$ cat config.mk
export PLATFORM = sky130hd
export DESIGN_NAME = dfl_link
export DESIGN_NICKNAME = d
export VERILOG_FILES = /design/src/rtl/dfl_pkg.sv /design/src/rtl/dfl_tx.sv /design/src/rtl/dfl_rx.sv /design/src/rtl/dfl_link.sv
export SDC_FILE = /design/constraint.sdc
export NUM_CORES = 1
export LEC_CHECK = 0
export ABC_AREA = 1
export BUFFER_PORTS_ARGS = -buffer_cell sky130_fd_sc_hd__buf_2
export CAP_MARGIN = 0
export CORE_ASPECT_RATIO = 0.6
export CORE_MARGIN = 2
export CORE_UTILIZATION = 40
export DETAILED_ROUTE_END_ITERATION = 10
export GPL_TIMING_DRIVEN = 0
export REMOVE_ABC_BUFFERS = 1
export SLEW_MARGIN = 15
export SYNTH_ARGS = -nofsm -noshare
export SYNTH_HDL_FRONTEND = slang
export SYNTH_SLANG_ARGS = --single-unit
$ cat constraint.sdc
create_clock -name clk_i -period 2.5 [get_ports clk_i]
set_input_delay 0.5 -clock clk_i [delete_from_list [all_inputs] [get_ports clk_i]]
set_output_delay 0.5 -clock clk_i [all_outputs]
set_load 0.03 [all_outputs]
$ cat src/rtl/dfl_pkg.sv
package dfl_pkg;
  typedef enum logic {
    HALF_LO = 1'b0,
    HALF_HI = 1'b1
  } half_e;
endpackage

$ cat src/rtl/dfl_tx.sv
module dfl_tx
  import dfl_pkg::*;
#(
  parameter int HALF_W = 20,
  localparam int WORD_W = 2 * HALF_W
) (
  input  logic              clk_i,
  input  logic              rst_ni,
  input  logic              load_i,
  input  logic [WORD_W-1:0] word_i,
  output logic [HALF_W-1:0] data_o,
  output logic              flag_o,
  output logic              stb_o
);
  logic [HALF_W-1:0] hi_q;
  logic              pend_q;

  always_ff @(posedge clk_i or negedge rst_ni) begin
    if (!rst_ni) begin
      hi_q   <= '0;
      pend_q <= 1'b0;
      data_o <= '0;
      flag_o <= 1'b0;
      stb_o  <= 1'b0;
    end else if (pend_q) begin
      // high half owns this slot; a load here is dropped
      data_o <= hi_q;
      flag_o <= HALF_HI;
      stb_o  <= 1'b1;
      pend_q <= 1'b0;
    end else if (load_i) begin
      data_o <= word_i[HALF_W-1:0];
      hi_q   <= word_i[WORD_W-1:HALF_W];
      flag_o <= HALF_LO;
      stb_o  <= 1'b1;
      pend_q <= 1'b1;
    end else begin
      stb_o  <= 1'b0;
    end
  end
endmodule

$ cat src/rtl/dfl_rx.sv
module dfl_rx
  import dfl_pkg::*;
#(
  parameter int HALF_W = 20,
  localparam int WORD_W = 2 * HALF_W
) (
  input  logic              clk_i,
  input  logic              rst_ni,
  input  logic              stb_i,
  input  logic              flag_i,
  input  logic [HALF_W-1:0] data_i,
  output logic [WORD_W-1:0] word_o,
  output logic              valid_o,
  output logic              err_o
);
  logic [HALF_W-1:0] lo_q;
  logic              lo_held_q; // derived frame toggle
  logic              synced_q;

  always_ff @(posedge clk_i or negedge rst_ni) begin
    if (!rst_ni) begin
      lo_q      <= '0;
      lo_held_q <= 1'b0;
      synced_q  <= 1'b0;
      word_o    <= '0;
      valid_o   <= 1'b0;
      err_o     <= 1'b0;
    end else begin
      valid_o <= 1'b0;
      err_o   <= 1'b0;
      if (stb_i) begin
        if (half_e'(flag_i) == HALF_LO) begin
          if (lo_held_q) err_o <= 1'b1;
          lo_q      <= data_i;
          lo_held_q <= 1'b1;
          synced_q  <= 1'b1;
        end else if (lo_held_q) begin
          word_o    <= {data_i, lo_q};
          valid_o   <= 1'b1;
          lo_held_q <= 1'b0;
        end else if (synced_q) begin
          err_o <= 1'b1;
        end
      end
    end
  end
endmodule

$ cat src/rtl/dfl_link.sv
module dfl_link #(
  parameter int HALF_W = 20,
  localparam int WORD_W = 2 * HALF_W
) (
  input  logic              clk_i,
  input  logic              rst_ni,
  input  logic              tx_load_i,
  input  logic [WORD_W-1:0] tx_word_i,
  output logic [HALF_W-1:0] link_data_o,
  output logic              link_flag_o,
  output logic              link_stb_o,
  input  logic              rx_stb_i,
  input  logic              rx_flag_i,
  input  logic [HALF_W-1:0] rx_data_i,
  output logic [WORD_W-1:0] rx_word_o,
  output logic              rx_valid_o,
  output logic              rx_err_o
);
  dfl_tx #(.HALF_W(HALF_W)) u_tx (
    .clk_i  (clk_i),
    .rst_ni (rst_ni),
    .load_i (tx_load_i),
    .word_i (tx_word_i),
    .data_o (link_data_o),
    .flag_o (link_flag_o),
    .stb_o  (link_stb_o)
  );

  dfl_rx #(.HALF_W(HALF_W)) u_rx (
    .clk_i   (clk_i),
    .rst_ni  (rst_ni),
    .stb_i   (rx_stb_i),
    .flag_i  (rx_flag_i),
    .data_i  (rx_data_i),
    .word_o  (rx_word_o),
    .valid_o (rx_valid_o),
    .err_o   (rx_err_o)
  );
endmodule

==> impl.org <==
** Outcome
- The flow ran to the end, and the final reports show no timing, DRC or antenna violations.

** Worst setup path
- The critical path is of the input port to flop type.
- CP Data Required Time :: 2730 ps
- STA classifies the critical path startpoint as an input port.
- Data arrives at the worst endpoint at 2490 ps.
- Ordered list of cells on the worst path :: buf_2 > nand3_2 > nand2_1 > nand2_1
- CP bufs+invs :: 1
- The worst setup path is captured at a flop.
- On the critical path the largest part of the delay comes from simple AND/OR/NAND/NOR gates.
- Standard cell with the maximum stage delay on the critical path :: sky130_fd_sc_hd__nand3_2
- Most frequent cell on the critical path :: sky130_fd_sc_hd__nand2_1
- The largest single stage delay on the critical path is 930 ps.
- Worst Path Max Fanout :: 44

** Floorplanning
- Die area :: 11,600 sq um
- X dimension of the die :: 138 um
- Boundary pin count :: 129
- From bottom edge to top edge, the die measures 84.4 um.
- Effective utilization at floorplan :: 40.9%
- The initialized floorplan defines 29 standard-cell rows.
- The total area inside the core boundary comes to 10,500 sq um.

** Global route
- Overflow left after global routing :: 0
- Global routing usage on met2 :: 29.7%
- Entering global routing, the biggest net connects 61 pins.
- Met3 global-route usage :: 4.95%
- Fraction of met1 tracks used by global routing :: 27.4%
- Vias in the first global route :: 3,581
- The first global-routing pass estimated 17,700 um of wire.
- Number of antenna violations at the first check in global routing :: 0
- Busiest layer in global routing :: met2
- Total global-route track usage :: 19.2%

** Clocking
- Clock tree synthesis found a total of 107 sinks.
- Clock-pin slew was measured on the worst setup and hold paths at 70 ps.
- Once the clock tree was built, the setup fixing pass inserted 0 buffers.
- No sink is reached through more buffers than the 2 on the longest clock path.
- Clock tree synthesis inserted a total of 9 buffers.
- The H-tree was split into 3 levels.
- Post-cts gate resize count :: 0
- TritonCTS built the clock tree.
- Clock network latency to the later pin of the worst-skew pair :: 340 ps
- Buffers inserted to repair hold after CTS numbered 0.
- The tree is rooted in a sky130_fd_sc_hd__clkbuf_16.

** STA
- Timing would allow up to 443 MHz.
- For the pin with the worst max-slew slack, the measured transition is 1010 ps.
- Final worst path period need :: 2260 ps
- The hold violation total from the final report came to 0.
- RSZ-0062 raised after global routing :: false
- Setup skew after layout :: 8.20 ps
- Hold Worst Slack :: 85.1 ps
- Relative slew slack :: 32.6%
- Setup violations remaining at the end of the flow were counted as 0.
- Dividing the final minimum period by the clock period gives 90.2%.
- Summed over all failing endpoints, the final setup total negative slack is 0 ps.
- Final Max Slew Viols :: 0

** Pwr
- VDD sags by at most 0.000418 V.
- Lkg Pwr :: 2.95 nW
- For this design the ratio of total power to cell area is 877 nW/um^2.

** Synth
- Number of warnings issued by yosys :: 0
- Summed over its instances, the top area cell type makes up 62.2% of the synthesized netlist area.
- Number of distinct standard cells referenced by the synthesized netlist :: 14
- Cell type with the largest total area after synthesis :: sky130_fd_sc_hd__dfrtp_1
- Number of instances in the synthesized netlist :: 483
- Of the synthesized area, sequential elements account for 62.2%.
- Synthesized flop and latch total :: 107
- Cell area after technology mapping :: 4300 sq um
- Ranking of synthesized cells by area :: sky130_fd_sc_hd__dfrtp_1, sky130_fd_sc_hd__nand2_1, sky130_fd_sc_hd__nand4_1
- Post-Synthesis Mean Instance Area :: 8.91 sq um

** Routing
- Per-cell via count in the routed design :: 4.95
- Summed over all layers, the routed wires come to 10,500 um.
- DRC :: 0
- In this run the remaining antenna-violating nets after routing total 0.
- Number of detailed-route iterations in the first pass :: 4
- In this run, the number of DRC markers left after iteration 0 of detailed routing was 244.
- Across all layers, the routed design uses 3,630 vias.
- Routed wire per std cell :: 14.3 um

** Layout
- Leaving out fill and tap cells, the most frequent cells in the layout are sky130_fd_sc_hd__nand2_1, sky130_fd_sc_hd__buf_2, sky130_fd_sc_hd__dfrtp_1.
- Relative to the synthesized area, the layout overhead comes to 23.6%.
- Final non-filler cell total :: 734
- Fraction of layout instances using a drive strength above 1 :: 26.1%
- The final layout contains 655 nets.
- The finished cells cover 5320 sq um.
- Count of inserted antenna diode cells :: 0
- The library cell used most frequently in the layout, excluding fill and tap cells, is sky130_fd_sc_hd__nand2_1.

** Flow run
- Max-capacitance violation count :: 0

** Place
- Area of placed instances :: 5020 sq um
- Number of buffer cells added on primary ports :: 128
- The wire-length estimate of the detail-placed layout is 6640 um.
- Cells after DPL :: 718
- The congestion estimate from routability-driven global placement came to 0.716.

** Min path
- Hold crit path type :: input port to asynchronous set/reset pin
## where the power goes
group          leakage [nW]  switching, mW  internal, mW
clock                 0.144          0.646         0.788
combinational          1.48          0.757         0.316
sequential             1.33          0.155          2.00
## cells by family (layout without fill, tap and decap cells)
logic type / after synthesis / count (layout) / share of synthesized area (%)
flops: 107 / 107 / 62.2
compound gates: 1 / 1 / 0.116
buf+inv: 41 / 153 / 4.74
simple gates: 334 / 334 / 32.9
## registers in the layout, indices dropped and copies added (netlist names)
signal and count:
u_tx.pend_q 1, u_rx.word_o 40, u_rx.lo_q 20, u_tx.flag_o 1, u_rx.err_o 1, u_rx.synced_q 1
u_tx.data_o 20, u_rx.lo_held_q 1, u_rx.valid_o 1, u_tx.hi_q 20, u_tx.stb_o 1
## area by class of cell
class | count | area [sq um]
fillers | 1051 | 5200
clock inverters | 6 | 72.6
inverters | 6 | 22.5
multi-input cells | 335 | 1430
flip-flops and latches | 107 | 2680
well taps | 139 | 174
repair buffers | 131 | 717
clock buffers | 10 | 229
## worst paths after layout
path	startpoint	to	slack [ps]	cells past startpoint
worst max-delay path	rx_stb_i	u_rx.word_o[19]	240	4
worst min-delay path	rst_ni	u_rx.word_o[3]	90	1
worst max register to register	u_tx.pend_q	u_tx.hi_q[0]	560	4
worst min register to register	u_rx.word_o[4]	u_rx.word_o[4]	480	2
max in group asynchronous	rst_ni	u_tx.pend_q	1760	2
min in group clk_i	tx_word_i[24]	u_tx.hi_q[4]	350	3
## metal layers
| layer | wire length (um) | up-vias |
|---|---|---|
| met5 | 0 | - |
| met1 | 5150 | 1744 |
| li1 | - | 1764 |
| met4 | 47 | 0 |
| met3 | 652 | 4 |
| met2 | 4610 | 118 |
## per-stage QoR
stage | setup slack, ps | utilization, % | power [mW]
6_report | 244 | 50.6 | 4.67
5_1_grt | 69.7 | 50.6 | 4.93
4_1_cts | 237 | 50.5 | 4.72
3_5_place_dp | -72.5 | 47.7 | 3.27
3_3_place_gp | -325 | 46.9 | 3.23
2_1_floorplan | 584 | - | 2.83
## Yosys cell counts, drive strengths merged
library cell / number
dfrtp: 107
nand3: 41
a21oi: 1
or2: 1
nor2: 4
nand2: 248
buf: 34
nand4: 40
clkbuf: 1
inv: 6
(Power assumes the default switching activity.)
